`config.mk`:
```
export PLATFORM = sky130hd
export DESIGN_NAME = frame_tx_seq
export DESIGN_NICKNAME = d
export VERILOG_FILES = /design/src/rtl/ftx_pkg.sv /design/src/rtl/ftx_leadin.sv /design/src/rtl/ftx_crc16.sv /design/src/rtl/ftx_bytecnt.sv /design/src/rtl/frame_tx_seq.sv
export SDC_FILE = /design/constraint.sdc
export NUM_CORES = 1
export LEC_CHECK = 0
export CAP_MARGIN = 20
export CORE_MARGIN = 3
export CORE_UTILIZATION = 45
export DETAILED_ROUTE_END_ITERATION = 10
export DONT_BUFFER_PORTS = 1
export SKIP_CTS_REPAIR_TIMING = 1
export SLEW_MARGIN = 25
export SYNTH_ARGS = -nofsm -noshare
export SYNTH_HDL_FRONTEND = slang
export SYNTH_HIERARCHICAL = 1
export SYNTH_SLANG_ARGS = --single-unit
```
`constraint.sdc`:
```
create_clock -name clk_i -period 5.3 [get_ports clk_i]
set_input_delay 0.265 -clock clk_i [delete_from_list [all_inputs] [get_ports clk_i]]
set_output_delay 0.265 -clock clk_i [all_outputs]
set_load 0.01 [all_outputs]
```
`src/rtl/ftx_pkg.sv`:
```
`timescale 1ns/1ps
package ftx_pkg;
  localparam int BYTE_W = 8;
  localparam int CRC_W  = 16;
  localparam logic [CRC_W-1:0] CRC_POLY_LSBF = 16'h8408; // x^16+x^12+x^5+1, reflected

  typedef logic [BYTE_W-1:0] byte_t;

  typedef enum logic [2:0] {
    ST_IDLE, ST_LEADIN, ST_PREAMBLE, ST_DELIM,
    ST_LENGTH, ST_PAYLOAD, ST_CRC_LO, ST_CRC_HI
  } ftx_state_e;

  function automatic logic [CRC_W-1:0] crc_step(logic [CRC_W-1:0] c, byte_t d);
    logic [CRC_W-1:0] r;
    logic fb;
    r = c;
    for (int i = 0; i < BYTE_W; i++) begin
      fb = r[0] ^ d[i];
      r  = r >> 1;
      if (fb) r = r ^ CRC_POLY_LSBF;
    end
    return r;
  endfunction
endpackage

```
`src/rtl/ftx_leadin.sv`:
```
`timescale 1ns/1ps
module ftx_leadin #(
  parameter int CYCLES = 12
) (
  input  logic clk_i,
  input  logic rst_ni,
  input  logic run_i,
  output logic done_o
);
  localparam int CW = $clog2(CYCLES + 1);
  localparam logic [CW-1:0] LAST = CW'(CYCLES - 1);

  logic [CW-1:0] cnt_q;

  always_ff @(posedge clk_i or negedge rst_ni) begin
    if (!rst_ni)     cnt_q <= '0;
    else if (!run_i) cnt_q <= '0;
    else             cnt_q <= cnt_q + 1'b1;
  end

  assign done_o = run_i && (cnt_q == LAST);

  p_leadin_bound_r1: assert property (@(posedge clk_i) disable iff (!rst_ni)
    run_i |-> (cnt_q <= LAST));
endmodule

```
`src/rtl/ftx_crc16.sv`:
```
`timescale 1ns/1ps
module ftx_crc16 import ftx_pkg::*; (
  input  logic             clk_i,
  input  logic             rst_ni,
  input  logic             clr_i,
  input  logic             en_i,
  input  byte_t            data_i,
  output logic [CRC_W-1:0] crc_o
);
  logic [CRC_W-1:0] crc_q;

  always_ff @(posedge clk_i or negedge rst_ni) begin
    if (!rst_ni)    crc_q <= '0;
    else if (clr_i) crc_q <= '0;
    else if (en_i)  crc_q <= crc_step(crc_q, data_i);
  end

  assign crc_o = crc_q;

  p_crc_clear_r4: assert property (@(posedge clk_i) disable iff (!rst_ni)
    clr_i |=> (crc_o == '0));
  p_crc_hold_r4: assert property (@(posedge clk_i) disable iff (!rst_ni)
    (!clr_i && !en_i) |=> $stable(crc_o));
endmodule

```
`src/rtl/ftx_bytecnt.sv`:
```
`timescale 1ns/1ps
module ftx_bytecnt #(
  parameter int W = 8
) (
  input  logic         clk_i,
  input  logic         rst_ni,
  input  logic         load_i,
  input  logic [W-1:0] load_val_i,
  input  logic         dec_i,
  output logic         last_o
);
  logic [W-1:0] cnt_q;

  always_ff @(posedge clk_i or negedge rst_ni) begin
    if (!rst_ni)     cnt_q <= '0;
    else if (load_i) cnt_q <= load_val_i;
    else if (dec_i)  cnt_q <= cnt_q - 1'b1;
  end

  assign last_o = (cnt_q == W'(1));

  p_no_wrap_r3: assert property (@(posedge clk_i) disable iff (!rst_ni)
    (dec_i && !load_i) |-> (cnt_q != '0));
endmodule

```
`src/rtl/frame_tx_seq.sv`:
```
`timescale 1ns/1ps
module frame_tx_seq import ftx_pkg::*; #(
  parameter int          LEADIN_CYCLES  = 12,
  parameter int          PREAMBLE_BYTES = 4,
  parameter logic [7:0]  PREAMBLE_VAL   = 8'h00,
  parameter logic [7:0]  DELIM_VAL      = 8'hA7
) (
  input  logic       clk_i,
  input  logic       rst_ni,
  input  logic       start_i,
  input  logic       sfd_pol_i,
  input  logic [7:0] fifo_data_i,
  input  logic       fifo_empty_i,
  output logic       fifo_pop_o,
  output logic [7:0] tx_data_o,
  output logic       tx_valid_o,
  input  logic       tx_ready_i,
  output logic       sfd_o,
  output logic       underflow_o,
  output logic       busy_o
);
  localparam int PRE_CW = (PREAMBLE_BYTES > 1) ? $clog2(PREAMBLE_BYTES) : 1;
  localparam logic [PRE_CW-1:0] PRE_LAST = PRE_CW'(PREAMBLE_BYTES - 1);
  localparam byte_t CRC_BYTES = byte_t'(2);

  ftx_state_e       state_q, state_d;
  logic [PRE_CW-1:0] pre_cnt_q;
  logic             xfer, from_fifo, uflow, sfd_act;
  logic             lead_done, pay_last, has_payload;
  logic [CRC_W-1:0] crc;

  assign from_fifo   = (state_q == ST_LENGTH) || (state_q == ST_PAYLOAD);
  assign uflow       = from_fifo && fifo_empty_i;
  assign tx_valid_o  = (state_q inside {ST_PREAMBLE, ST_DELIM, ST_LENGTH,
                                        ST_PAYLOAD, ST_CRC_LO, ST_CRC_HI}) && !uflow;
  assign xfer        = tx_valid_o && tx_ready_i;
  assign fifo_pop_o  = from_fifo && xfer;
  assign sfd_act     = state_q inside {ST_LENGTH, ST_PAYLOAD, ST_CRC_LO, ST_CRC_HI};
  assign sfd_o       = sfd_act ^ sfd_pol_i;
  assign underflow_o = uflow;
  assign busy_o      = (state_q != ST_IDLE);
  assign has_payload = (fifo_data_i > CRC_BYTES);

  always_comb begin
    unique case (state_q)
      ST_PREAMBLE:          tx_data_o = PREAMBLE_VAL;
      ST_DELIM:             tx_data_o = DELIM_VAL;
      ST_LENGTH, ST_PAYLOAD: tx_data_o = fifo_data_i;
      ST_CRC_LO:            tx_data_o = crc[7:0];
      ST_CRC_HI:            tx_data_o = crc[15:8];
      default:              tx_data_o = '0;
    endcase
  end

  always_comb begin
    state_d = state_q;
    unique case (state_q)
      ST_IDLE:     if (start_i) state_d = ST_LEADIN;
      ST_LEADIN:   if (lead_done) state_d = ST_PREAMBLE;
      ST_PREAMBLE: if (xfer && pre_cnt_q == PRE_LAST) state_d = ST_DELIM;
      ST_DELIM:    if (xfer) state_d = ST_LENGTH;
      ST_LENGTH: begin
        if (uflow)     state_d = ST_IDLE;
        else if (xfer) state_d = has_payload ? ST_PAYLOAD : ST_CRC_LO;
      end
      ST_PAYLOAD: begin
        if (uflow)                 state_d = ST_IDLE;
        else if (xfer && pay_last) state_d = ST_CRC_LO;
      end
      ST_CRC_LO:   if (xfer) state_d = ST_CRC_HI;
      ST_CRC_HI:   if (xfer) state_d = ST_IDLE;
      default:     state_d = ST_IDLE;
    endcase
  end

  always_ff @(posedge clk_i or negedge rst_ni) begin
    if (!rst_ni) state_q <= ST_IDLE;
    else         state_q <= state_d;
  end

  always_ff @(posedge clk_i or negedge rst_ni) begin
    if (!rst_ni)                    pre_cnt_q <= '0;
    else if (state_q != ST_PREAMBLE) pre_cnt_q <= '0;
    else if (xfer)                  pre_cnt_q <= pre_cnt_q + 1'b1;
  end

  ftx_leadin #(.CYCLES(LEADIN_CYCLES)) u_leadin (
    .clk_i  (clk_i),
    .rst_ni (rst_ni),
    .run_i  (state_q == ST_LEADIN),
    .done_o (lead_done)
  );

  ftx_bytecnt #(.W(BYTE_W)) u_paycnt (
    .clk_i      (clk_i),
    .rst_ni     (rst_ni),
    .load_i     ((state_q == ST_LENGTH) && xfer),
    .load_val_i (fifo_data_i - CRC_BYTES),
    .dec_i      ((state_q == ST_PAYLOAD) && xfer),
    .last_o     (pay_last)
  );

  ftx_crc16 u_crc (
    .clk_i  (clk_i),
    .rst_ni (rst_ni),
    .clr_i  (state_q == ST_IDLE),
    .en_i   ((state_q == ST_PAYLOAD) && xfer),
    .data_i (fifo_data_i),
    .crc_o  (crc)
  );

  p_pop_on_accept_r5: assert property (@(posedge clk_i) disable iff (!rst_ni)
    fifo_pop_o |-> (!fifo_empty_i && tx_ready_i && tx_valid_o));
  p_stall_hold_r5: assert property (@(posedge clk_i) disable iff (!rst_ni)
    (tx_valid_o && !tx_ready_i) |=> (tx_valid_o && $stable(tx_data_o)));
  p_sfd_rise_r6: assert property (@(posedge clk_i) disable iff (!rst_ni)
    $rose(sfd_act) |-> $past(xfer && tx_data_o == DELIM_VAL));
  p_sfd_fall_r6: assert property (@(posedge clk_i) disable iff (!rst_ni)
    $fell(sfd_act) |-> ($past(underflow_o) || $past(xfer)));
  p_uflow_abort_r8: assert property (@(posedge clk_i) disable iff (!rst_ni)
    underflow_o |=> (!busy_o && !sfd_act && !underflow_o));
  p_idle_quiet_r11: assert property (@(posedge clk_i) disable iff (!rst_ni)
    !busy_o |-> (!tx_valid_o && !fifo_pop_o));
endmodule

```
==> impl_metrics.csv <==
group,metric,value,unit
timing,setup_tns,0,ns
grt,antenna_found_initial,0,
power,peakVddDrop,0.000217,V
grt,grt_pass1_vias,1700,
timing,rsz0062_at_grt,"no",
clock_tree,cts.sinks,33,
critical_path,r2r-start,"state_q[2]",
hold_path,min_path_type,"primary input to flip-flop",
critical_path,reg2reg_to,"u_paycnt/cnt_q[7]",
routing,finalWirelength,5440,µm
critical_path,end_kind,"flip-flop",
grt,grt_overflow,0,
yosys,synth_edf_count,0,
yosys,synth_cell_types,55,
critical_path,worst_ep_arrival_time,3.06,ns
critical_path,crit_start,"state_q[2]",
run,max-cap-violations,0,
critical_path,r2r_slack,2.45,ns
yosys,synth_cells,236,
routing,vias,1722,
yosys,synth-seq-area-share,34.3,%
clock_tree,cts_made_buffers,5,
place,dp.cells,292,
critical_path,endpoint,"u_paycnt/cnt_q[7]",
yosys,syn-num-nets,255,
final_layout,syn2layout_area_growth,7.49,%
yosys,ys_ff_latch,33,
final_layout,final_util,52.3,%
timing,hold_viol,0,
power,p_per_area,459,nW/µm²
final_layout,fillerInstances,476,
final_layout,layout-drive-gt1-share,11.9,%
clock_tree,htree_levels,2,
routing,via_per_inst,5.70,
floorplanning,fp.dieH,79.1,µm
clock_tree,cts_root_buf,"clkbuf_8",
timing,fmax,351,MHz
clock_tree,clk_pin_slew,0.08,ns
floorplanning,start_util,48.7,%
grt,grt_pass1_wl,8880,µm
critical_path,required,5.51,ns
yosys,synthArstFlopShare,100,%
routing,drc,0,
floorplanning,core,4940,µm²
yosys,ys_warn_count,6,
timing,setup_violations,0,
final_layout,seqCellArea,826,µm²
place,gp_congestion,0.722,
critical_path,worstSetupPathType,"flip-flop to flip-flop",
outcome,outcome,"finished, final reports clean",
final_layout,num_antenna_cells,0,
final_layout,final_nets,253,
yosys,synth_flop_cell,"dfrtp_1",
routing,drtPass1Iterations,4,
grt,grt_max_degree,34,
timing,slew_viol_final,0,
routing,drt_iter0_markers,57,
floorplanning,pin_count,27,
clock_tree,cts_tree,"done",
grt,grtUsageTotal,18.8,%
yosys,avgSynthCellArea,10.2,µm²
timing,finalCritPeriodShare,53.7,%
power,p_leak,0.00111,µW
critical_path,worst_setup_path_start_kind,"flip-flop",
floorplanning,dieArea,6260,µm²
final_layout,multiInputGateArea,1490,µm²
routing,ant_nets,0,
floorplanning,rows,25,
timing,min_period,2.85,ns
final_layout,layout.cells.non_filler,302,
timing,tightest_slew,0.796,ns
clock_tree,cts_buffer_depth,2,
critical_path,crit_fanout,16,
critical_path,ff2ff_path_depth,7,
routing,wl_per_cell,18.0,µm
floorplanning,fp.dieW,79.1,µm
clock_tree,clk_latency,0.29,ns
timing,clock_skew,0.00707,ns
place,dp_hpwl,3850,µm
yosys,syn_area,2410,µm²
timing,slew-limit-headroom,47.0,%
place,io_buffer_count,0,
==> cells in the mapped netlist (all sizes together), types with 2 or more instances <==
| cell type | instances | area [µm²] |
|---|---|---|
| nand2 | 15 | 56.3 |
| nor3b | 2 | 15.0 |
| a211oi | 12 | 100 |
| xnor3 | 7 | 158 |
| xor3 | 5 | 123 |
| o211ai | 2 | 15.0 |
| and2 | 3 | 18.8 |
| dfrtp | 33 | 826 |
| xnor2 | 17 | 179 |
| o22ai | 4 | 25.0 |
| inv | 9 | 33.8 |
| a21oi | 4 | 20.0 |
| nor3 | 4 | 25.0 |
| xor2 | 7 | 61.3 |
| nor2b | 7 | 43.8 |
| nor2 | 21 | 78.8 |
| or3 | 3 | 21.3 |
| clkbuf | 7 | 26.3 |
| mux2i | 9 | 90.1 |
| nand2b | 7 | 43.8 |
| o31ai | 2 | 15.0 |
| a21boi | 2 | 15.0 |
| o21ai | 15 | 75.1 |
| o21bai | 5 | 37.5 |
| a31oi | 2 | 12.5 |
| or4 | 4 | 33.8 |
| buf | 5 | 30.0 |
| ha | 5 | 62.6 |
| nand3 | 3 | 15.0 |
==> report_power, final <==
| part | switching [µW] | leakage (µW) | internal (µW) |
|---|---|---|---|
| Combinational | 242 | 0.000616 | 253 |
| Clock | 103 | 0.0000543 | 141 |
| Sequential | 127 | 0.000443 | 321 |
| Total | 472 | 0.00111 | 715 |
==> worst max-delay path, stage by stage, from the launching register on <==
cell	delay, ns
dfrtp_1	0.67
inv_1	0.35
nor2_1	0.20
and3_1	0.27
and2_1	0.16
or3b_2	0.50
or4_1	0.42
a31oi_1	0.19
==> state kept, by name, summed over array words and instances (netlist names) <==
signal	flops
pre_cnt_q	2
state_q	3
u_paycnt/cnt_q	8
u_leadin/cnt_q	4
u_crc/crc_o	16
==> per-layer routing <==
metal / vias to the layer above / GRT usage, % / routed length (µm)
li1: 830 / - / -
met1: 849 / 23.8 / 2400
met2: 35 / 29.5 / 2650
met3: 8 / 6.01 / 282
met4: 0 / 7.73 / 97
met5: - / 0 / 0
==> kinds of logic after synthesis <==
logic type	Yosys count	synth area share [%]
AO/OA/AOI/OAI	54	15.8
XOR/XNOR	36	21.6
adder cells (fa/ha/maj)	5	2.60
buffers and inverters	21	3.74
flip-flops	33	34.3
multiplexers	10	4.21
AND/OR/NAND/NOR	77	17.7
==> placed cells by master (no fill, tap or decap), drive strengths merged, types with 2 or more instances in the layout <==
cell type  instances
xnor3              7
clkbuf             5
nor2              21
o31ai              2
a21boi             2
nand2             15
buf                2
a31oi              2
nand3              3
nor3               4
xor2               7
o211ai             2
o22ai              4
and2               3
dfrtp             33
or4                4
nand2b             7
xor3               5
ha                 5
o21bai             5
mux2i              9
or3                3
o21ai             15
nor3b              2
a21oi              4
inv                9
a211oi            12
nor2b              7
xnor2             17
==> layout make-up <==
cell class	count	share of cell area [%]
timing repair buffer	3	1.45
multi-input combinational	182	57.6
clock buffer	5	2.66
clock inverter	3	1.79
inverter	9	1.31
tap	67	3.24
sequential	33	31.9
==> how the worst min path moves through the flow <==
| stage | start | to | slack [ns] | cells past startpoint |
|---|---|---|---|---|
| floorplan | rst_ni | pre_cnt_q[0] | -0.03 | 0 |
| global placement | rst_ni | u_paycnt/cnt_q[1] | -0.03 | 0 |
| detailed placement | rst_ni | u_paycnt/cnt_q[0] | -0.03 | 0 |
| CTS | rst_ni | u_crc/crc_o[6] | -0.35 | 0 |
| global route | fifo_data_i[0] | u_paycnt/cnt_q[0] | 0.12 | 2 |
| finish | fifo_data_i[0] | u_paycnt/cnt_q[0] | 0.12 | 2 |
==> through the flow <==
stage | hold WS [ns] | setup WS, ns | power, µW | instance area, µm²
after global placement | -0.0296 | 2.56 | 942 | 2440
after floorplan | -0.0306 | 3.05 | 849 | 2410
after CTS | -0.355 | 2.43 | 1200 | 2560
after detailed placement | -0.0294 | 2.45 | 947 | 2440
after global routing | 0.116 | 2.25 | 1280 | 2590
final | 0.121 | 2.45 | 1190 | 2590
Power figures use the tool's default switching activity.
